<file path="config.mk">
export PLATFORM = sky130hd
export DESIGN_NAME = sertx_chan
export DESIGN_NICKNAME = d
export VERILOG_FILES = /design/src/rtl/sertx_chan.sv
export SDC_FILE = /design/constraint.sdc
export NUM_CORES = 1
export LEC_CHECK = 0
export BUFFER_PORTS_ARGS = -buffer_cell sky130_fd_sc_hd__buf_4
export CAP_MARGIN = 20
export CORE_MARGIN = 2
export CORE_UTILIZATION = 36
export CTS_BUF_LIST = sky130_fd_sc_hd__clkbuf_8
export DETAILED_ROUTE_END_ITERATION = 8
export HOLD_SLACK_MARGIN = 0.03
export PLACE_DENSITY = 0.55
export SLEW_MARGIN = 20
export SYNTH_ARGS = -nofsm -noshare
export SYNTH_HDL_FRONTEND = slang
export SYNTH_SLANG_ARGS = --single-unit
</file>
<file path="constraint.sdc">
create_clock -name clk -period 1.8 [get_ports clk]
set_input_delay 0.36 -clock clk [delete_from_list [all_inputs] [get_ports clk]]
set_output_delay 0.36 -clock clk [all_outputs]
set_load 0.02 [all_outputs]
</file>
<file path="src/rtl/sertx_chan.sv">
module sertx_chan #(
  parameter int TICKS_PER_BIT = 16
) (
  input  logic       clk,
  input  logic       rst_n,
  input  logic       baud_tick,
  input  logic       reg_wr,
  input  logic       reg_rd,
  input  logic [1:0] reg_sel,
  input  logic [7:0] reg_wdata,
  output logic [7:0] reg_rdata,
  input  logic       agent_wr,
  input  logic [7:0] agent_data,
  output logic       irq,
  output logic       txd
);
  localparam int CW = (TICKS_PER_BIT > 1) ? $clog2(TICKS_PER_BIT) : 1;
  localparam int FRAME_BITS = 10;

  typedef enum logic [1:0] {S_IDLE, S_PRE, S_SEND} st_t;

  st_t         st;
  logic [CW-1:0] cnt;
  logic [3:0]  idx;
  logic [9:0]  shreg;
  logic [7:0]  data_q;
  logic        tx_on, irq_en, port_dir, port_val;
  logic        empty, done, armed;

  wire ctrl_wr   = reg_wr && reg_sel == 2'd1;
  wire stat_wr   = reg_wr && reg_sel == 2'd2;
  wire toggle    = ctrl_wr && (reg_wdata[0] != tx_on);
  wire bit_end   = baud_tick && cnt == CW'(TICKS_PER_BIT - 1);
  wire frame_end = bit_end && idx == 4'(FRAME_BITS - 1);
  wire stop_end  = st == S_SEND && frame_end && !toggle;
  wire load      = tx_on && !toggle && baud_tick && !empty &&
                   (st == S_IDLE || (st == S_SEND && frame_end));
  wire clear     = agent_wr || (stat_wr && !reg_wdata[1] && armed);

  always_ff @(posedge clk) begin
    if (!rst_n) begin
      st    <= S_IDLE;
      cnt   <= '0;
      idx   <= '0;
      shreg <= '1;
    end else if (toggle) begin
      st  <= reg_wdata[0] ? S_PRE : S_IDLE;
      cnt <= '0;
      idx <= '0;
    end else if (load) begin
      shreg <= {1'b1, data_q, 1'b0};
      st    <= S_SEND;
      cnt   <= '0;
      idx   <= '0;
    end else if (baud_tick && st != S_IDLE) begin
      if (bit_end) begin
        cnt <= '0;
        if (frame_end) st <= S_IDLE;
        else idx <= idx + 4'd1;
        if (st == S_SEND) shreg <= {1'b1, shreg[9:1]};
      end else begin
        cnt <= cnt + CW'(1);
      end
    end
  end

  always_ff @(posedge clk) begin
    if (!rst_n) begin
      tx_on <= 1'b0; irq_en <= 1'b0; port_dir <= 1'b0; port_val <= 1'b0;
      empty <= 1'b1; done <= 1'b1; armed <= 1'b0; data_q <= '0;
    end else begin
      if (ctrl_wr) begin
        tx_on  <= reg_wdata[0];
        irq_en <= reg_wdata[1];
      end
      if (reg_wr && reg_sel == 2'd3) begin
        port_dir <= reg_wdata[0];
        port_val <= reg_wdata[1];
      end
      if (agent_wr) data_q <= agent_data;
      else if (reg_wr && reg_sel == 2'd0) data_q <= reg_wdata;

      if (load) empty <= 1'b1;
      else if (clear) empty <= 1'b0;

      if (clear) done <= 1'b0;
      else if (stop_end && empty) done <= 1'b1;

      if (reg_rd && reg_sel == 2'd2 && empty) armed <= 1'b1;
      else if (stat_wr || !empty) armed <= 1'b0;
    end
  end

  always_comb begin
    case (reg_sel)
      2'd0:    reg_rdata = data_q;
      2'd1:    reg_rdata = {6'b0, irq_en, tx_on};
      2'd2:    reg_rdata = {6'b0, empty, done};
      default: reg_rdata = {6'b0, port_val, port_dir};
    endcase
  end

  assign irq = tx_on && irq_en && empty;
  assign txd = tx_on ? ((st == S_SEND) ? shreg[0] : 1'b1)
                     : (port_dir ? port_val : 1'b1);


  preamble_high_chk: assert property (@(posedge clk) disable iff (!rst_n)
    st == S_PRE |-> txd);

  load_sets_empty_chk: assert property (@(posedge clk) disable iff (!rst_n)
    load |=> empty && st == S_SEND && !txd);

  done_drop_chk: assert property (@(posedge clk) disable iff (!rst_n)
    $fell(empty) |-> !done);

  write_one_ignored_chk: assert property (@(posedge clk) disable iff (!rst_n)
    (stat_wr && reg_wdata[1] && !agent_wr && !empty && !load) |=> !empty);

  start_low_chk: assert property (@(posedge clk) disable iff (!rst_n)
    $rose(st == S_SEND) |-> !txd);

  break_low_chk: assert property (@(posedge clk) disable iff (!rst_n)
    (!tx_on && port_dir && !port_val) |-> !txd);

  irq_off_chk: assert property (@(posedge clk) disable iff (!rst_n)
    !tx_on |-> !irq);
endmodule

</file>
==> results.sh, run 1 <==
export IMPL_wl_met3_um=181
export IMPL_worst_pin_slew_ns=0.4102
export IMPL_finalWorstSetupSlack_ns=0.05239
export IMPL_row_count=25
export IMPL_period_minus_slack_ns=1.748
export IMPL_worstPathMaxFanout=6
export IMPL_pre_cts_ws_ns=0.1937
export IMPL_synthToLayoutAreaGrowth_pct=23.62
export IMPL_antenna_cells=0
export IMPL_synthAdderAreaFrac=0.02072
export IMPL_rr_worst_depth=6
export IMPL_grt_max_degree=29
export IMPL_numPortBuffers=33
export IMPL_async_flop_share=0
export IMPL_synth_compound_area_frac=0.1319
export IMPL_syn_inst=193
export IMPL_ys_ff_latch=34
export IMPL_routed_top_layer="met4"
export IMPL_critPathRequiredTime_ns=1.44
export IMPL_crit_buf_inv=2
export IMPL_finalCritPeriodShare=0.9709
export IMPL_fin_nets=255
export IMPL_drc=0
export IMPL_cts_root_buf="clkbuf_8"
export IMPL_grt_pass1_wl_um=6451
export IMPL_synth_top_family_by_area="simple AND/OR/NAND/NOR gates"
export IMPL_die_area_um2=5616
export IMPL_synthesis_nets=220
export IMPL_slew_violations=0
export IMPL_syn_area_per_cell_um2=9.387
export IMPL_h_tree_depth=2
export IMPL_worstSkewPairLatency_ns=0.28
export IMPL_avgRoutedWirePerCell_um=12.70
export IMPL_clock_fmax_mhz=572.2
export IMPL_hold_violations=0
export IMPL_ys_types=45
export IMPL_fin_skew_ns=0.005941
export IMPL_yosys_top_cells_area="dfxtp_1 (38%), mux2i_1 (12%), and2_1 (4.8%)"
export IMPL_path_clk_slew_ns=0.07
export IMPL_drive_above_1_share=0.2533
export IMPL_cts_tree="built"
export IMPL_dp_hpwl_um=2778
export IMPL_rr_startpoint="cnt[0]$_SDFFE_PP0P_"
export IMPL_netlist_area_um2=1812
export IMPL_setup_violations=0
export IMPL_power_density_nw_per_um2=688.4
export IMPL_cts_made_buffers=5
export IMPL_start_util=0.3786
export IMPL_crit_family="multiplexers"
export IMPL_layout_commonest_cell="buf_4"
export IMPL_worstHoldStart="reg_wdata[1]"
export IMPL_placed_area_um2=2143
export IMPL_ys_flop_type="dfxtp_1"
export IMPL_clock_sinks=34
export IMPL_status="completed"
export IMPL_yosysSeqAreaShare=0.3757
export IMPL_r2r_setup_slack_ns=0.16
export IMPL_synth_top_area_cell="dfxtp_1"
export IMPL_grt_total_usage=0.1523
export IMPL_hold_class="input pin to register"
export IMPL_drt_first_iter_violations=23
export IMPL_synth_xor_area_frac=0.02901
export IMPL_met1Wirelength_um=1887
export IMPL_cp_slowest_stage_delay_ns=0.47
export IMPL_route_antenna_remaining_nets=0
export IMPL_hold_path_depth=3
export IMPL_coreArea_um2=4786
export IMPL_tns_ns=0
export IMPL_crit_path_end_kind="primary output"
export IMPL_synthMuxAreaShare=0.1471
export IMPL_arrival_ns=1.39
export IMPL_worstPathCellList="buf_4, mux4_2, buf_6"
export IMPL_fin_area_um2=2240
export IMPL_drt_first_pass_iters=4
export IMPL_slew_headroom=0.7257
export IMPL_boundaryPins=34
export IMPL_most_common_layout_cells="buf_4 (38), dfxtp_1 (33), mux2i_1 (21)"
export IMPL_routabilityCongestion=0.7107
export IMPL_rsz0062_at_grt="no"
export IMPL_cp_slowest_cell="mux4_2"
export IMPL_synth_enable_flop_cells=0
export IMPL_vdd_drop_max_uv=367.7
export IMPL_hold_end="port_val$_SDFFE_PN0P_"
export IMPL_critPathKind="register to primary output"
export IMPL_wl_met2_um=1668
export IMPL_ys_warn_count=0
export IMPL_synthSimpleGateAreaFrac=0.2493
export IMPL_antenna_found_initial=0
export IMPL_grt_pass1_vias=1402
export IMPL_cp_start_kind="register"
export IMPL_die_h_um=74.94
export IMPL_synth_top_area_share=0.3757
export IMPL_clock_path_buffers=2
export IMPL_vias=1424
export IMPL_whs_ns=0.3703
export IMPL_die_x_um=74.94
export IMPL_finalWirelength_um=3759
export IMPL_post_cts_buffers=0
export IMPL_p_leak_uw=0.0008919
export IMPL_cap_violations=0
export IMPL_r2r_end="shreg[5]$_SDFFE_PN1P_"
export IMPL_overflow=0
export IMPL_via_per_inst=4.811
[flip-flops by register name, summed over array words and instances (netlist names), 2 cells and up]
name,cells
shreg,9
data_q,8
idx,4
st,2
cnt,4
[cells by family after synthesis]
| group | Yosys count |
|---|---|
| AO/OA/AOI/OAI | 36 |
| XOR/XNOR | 6 |
| adder cells (fa/ha/maj) | 3 |
| buffers and inverters | 17 |
| flip-flops | 34 |
| multiplexers | 24 |
| AND/OR/NAND/NOR | 73 |
[stage by stage]
stage / util / std cells / total power (uW)
after global routing: 0.4680 / 296 / 1628
after floorplan: - / 193 / 911.7
after CTS: 0.4669 / 296 / 1567
after global placement: 0.4478 / 288 / 989.5
final: 0.4680 / 296 / 1542
after detailed placement: 0.4478 / 288 / 989.7
[worst reg2reg max path, stage by stage (launching register included)]
cell     delay [ns]
dfxtp_1        0.36
ha_1           0.22
nand4_4        0.14
o21a_1         0.26
buf_12         0.15
nor4b_1        0.32
a21oi_1        0.07
[final cells by class]
type	count	area, um^2
Sequential cell	34	681.9
Clock inverter	2	8.758
Timing Repair Buffer	40	316.6
Tap cell	67	83.83
Fill cell	471	2546
Multi-Input combinational cell	142	1047
Inverter	5	18.77
Clock buffer	6	82.58
[Yosys cell counts (4+ instances only)]
cell / count
a21oi_1: 8
and2_1: 14
buf_2: 4
clkbuf_1: 5
dfxtp_1: 34
inv_1: 5
mux2i_1: 21
nand2_1: 12
nand3b_1: 4
nor2_1: 13
nor2b_1: 4
nor3_1: 4
nor4b_1: 6
o21ai_0: 10
[power by group]
part / internal [uW] / leakage [uW] / total, uW / switching, uW
clock network: 303 / 0.0000524 / 570 / 267
registers: 774 / 0.000278 / 793 / 19.3
logic: 95.4 / 0.000562 / 179 / 83.8
[layer usage]
metal,vias to the layer above,global-route usage
met4,0,0.05357
met1,644,0.2010
met3,2,0.04685
met5,-,0
li1,752,-
met2,26,0.2359
[worst max-delay path by stage]
stage / startpoint / end / slack (ns) / cells past startpoint
after floorplan: cnt[0]$_SDFFE_PP0P_ / shreg[1]$_SDFFE_PN1P_ / 0.28 / 6
after global placement: cnt[0]$_SDFFE_PP0P_ / shreg[5]$_SDFFE_PN1P_ / 0.18 / 6
after detailed placement: cnt[0]$_SDFFE_PP0P_ / shreg[5]$_SDFFE_PN1P_ / 0.19 / 6
after CTS: tx_on$_SDFFE_PN0P_ / reg_rdata[0] / 0.01 / 3
after global routing: tx_on$_SDFFE_PN0P_ / reg_rdata[0] / 0.003 / 3
final: tx_on$_SDFFE_PN0P_ / reg_rdata[0] / 0.05 / 3
[timing repair]
item                                   in CTS  in global routing
endpoints found under the hold margin       0                  0
hold buffers                                0                  0
setup endpoints to repair                   0                  1
resized for setup                           0                  2
Power figures use the tool's default switching activity.
==> run 2: changes to the inputs <==
BUFFER_PORTS_ARGS = -buffer_cell sky130_fd_sc_hd__buf_2   (was -buffer_cell sky130_fd_sc_hd__buf_4)
==> results.sh, run 2 (synthesis gave the netlist of run 1 again) <==
export IMPL_switching_share=0.2459
export IMPL_die_x_um=74.94
export IMPL_arrival_ns=1.35
export IMPL_grt_pass1_vias=1408
export IMPL_top_register="shreg"
export IMPL_hold_violations=0
export IMPL_overflow=0
export IMPL_dp_hpwl_um=2781
export IMPL_worstPathMaxFanout=5
export IMPL_critPathRequiredTime_ns=1.44
export IMPL_cap_violations=0
export IMPL_numPortBuffers=33
export IMPL_p_switching_uw=376.8
export IMPL_row_count=25
export IMPL_cts_root_buf="clkbuf_8"
export IMPL_antenna_cells=0
export IMPL_avgRoutedWirePerCell_um=12.74
export IMPL_crit_path_end_kind="primary output"
export IMPL_worstPathCellList="buf_4, mux4_2, buf_2"
export IMPL_drive_above_1_share=0.2554
export IMPL_via_per_inst=4.866
export IMPL_synthToLayoutAreaGrowth_pct=20.03
export IMPL_internal_power_uw=1155
export IMPL_period_minus_slack_ns=1.714
export IMPL_rr_startpoint="tx_on$_SDFFE_PN0P_"
export IMPL_worstSkewPairLatency_ns=0.28
export IMPL_clock_fmax_mhz=583.5
export IMPL_top_regs="shreg: 9 flops, data_q: 8 flops"
export IMPL_clock_path_buffers=2
export IMPL_finalPower_uw=1532
export IMPL_path_clk_slew_ns=0.07
export IMPL_grt_pass1_wl_um=6451
export IMPL_largest_reg_flops=9
export IMPL_h_tree_depth=2
export IMPL_hold_end="data_q[1]$_SDFFE_PN0P_"
export IMPL_die_h_um=74.94
export IMPL_hold_path_depth=4
export IMPL_hold_class="input pin to register"
export IMPL_worst_pin_slew_ns=0.4807
export IMPL_clockPowerShare=0.375
export IMPL_pre_cts_ws_ns=0.1235
export IMPL_start_util=0.3786
export IMPL_layout_commonest_cell="dfxtp_1"
export IMPL_cp_slowest_stage_delay_ns=0.44
export IMPL_slew_headroom=0.6795
export IMPL_routabilityCongestion=0.7102
export IMPL_stdcell_count=298
export IMPL_vias=1450
export IMPL_power_frac_seq=0.516
export IMPL_clock_sinks=34
export IMPL_post_cts_buffers=0
export IMPL_worstHoldStart="agent_data[1]"
export IMPL_route_antenna_remaining_nets=0
export IMPL_slew_violations=0
export IMPL_cp_start_kind="register"
export IMPL_cts_made_buffers=5
export IMPL_grt_max_degree=22
export IMPL_rsz0062_at_grt="no"
export IMPL_critPathKind="register to primary output"
export IMPL_r2r_end="shreg[5]$_SDFFE_PN1P_"
export IMPL_vdd_drop_max_uv=335.0
export IMPL_fin_skew_ns=0.005755
export IMPL_most_common_layout_cells="dfxtp_1 (34), buf_2 (33), mux2i_1 (21)"
export IMPL_cts_tree="built"
export IMPL_fin_nets=257
export IMPL_boundaryPins=34
export IMPL_antenna_found_initial=0
export IMPL_r2r_setup_slack_ns=0.12
export IMPL_die_area_um2=5616
export IMPL_setup_violations=0
export IMPL_drt_first_pass_iters=4
export IMPL_dp_cells=290
export IMPL_rr_worst_depth=4
export IMPL_finalWirelength_um=3798
export IMPL_power_density_nw_per_um2=704.6
export IMPL_drc=0
export IMPL_finalCritPeriodShare=0.9521
export IMPL_tns_ns=0
export IMPL_comb_power_share=0.108
export IMPL_finalWorstSetupSlack_ns=0.08623
export IMPL_coreArea_um2=4786
export IMPL_cp_slowest_cell="mux4_2"
export IMPL_drt_first_iter_violations=47
export IMPL_status="completed"
export IMPL_grt_total_usage=0.1520
export IMPL_p_leak_uw=0.0008788
==> run 2: changes by cell type in the layout (fill, tap and decap cells not counted), sizes merged <==
cell	change
buf	+2
==> run 2: final cells by class <==
class	instances	area [um^2]
clock buffer	6	82.58
clock inverter	2	8.758
fill	506	2611
inverter	5	18.77
multi-input combinational	142	1055
sequential	34	680.7
tap	67	83.83
timing repair buffer	42	245.2
==> run 2: what timing repair did <==
action,4_1_cts,5_1_grt
setup endpoints to repair,0,1
resized for setup,0,1
hold buffers,0,0
==> run 2: worst max path at each step <==
stage / slack (ns) / to / from / depth (start not counted)
2_1_floorplan: 0.28 / shreg[1]$_SDFFE_PN1P_ / cnt[0]$_SDFFE_PP0P_ / 6
3_3_place_gp: 0.13 / shreg[6]$_SDFFE_PN1P_ / reg_sel[1] / 5
3_5_place_dp: 0.12 / shreg[7]$_SDFFE_PN1P_ / cnt[0]$_SDFFE_PP0P_ / 7
4_1_cts: 0.07 / reg_rdata[1] / empty$_SDFFE_PP1N_ / 3
5_1_grt: 0.02 / cnt[3]$_SDFFE_PP0P_ / idx[1]$_SDFFE_PP0P_ / 7
6_report: 0.09 / reg_rdata[1] / empty$_SDFFE_PP1N_ / 3
==> run 2: power by group through the flow <==
stage          Combinational [uW]  Clock (uW)  Sequential [uW]
2_1_floorplan                 110           0              801
3_3_place_gp                  166           0              808
3_5_place_dp                  166           0              809
4_1_cts                       167         598              791
5_1_grt                       187         625              794
6_report                      166         575              791
==> run 2: per-stage QoR <==
step	instance area [um^2]	hold WS [ns]	util
6_report	2175	0.3809	0.4544
5_1_grt	2175	0.3872	0.4544
4_1_cts	2167	0.3739	0.4528
3_5_place_dp	2076	0.5029	0.4337
3_3_place_gp	2076	0.4995	0.4337
2_1_floorplan	1812	0.4625	-
==> run 2: routing by layer <==
| layer | track usage | vias up | share of wire |
|---|---|---|---|
| li1 | - | 754 | - |
| met1 | 0.2069 | 667 | 0.51 |
| met2 | 0.2320 | 24 | 0.44 |
| met3 | 0.04150 | 5 | 0.035 |
| met4 | 0.05357 | 0 | 0.012 |
| met5 | 0 | - | 0 |
==> run 2: critical path: cells and delay by family (launching register included) <==
family,cells,cell delay [ns]
buffers and inverters,2,0.31
muxes,1,0.44
DFF,1,0.31
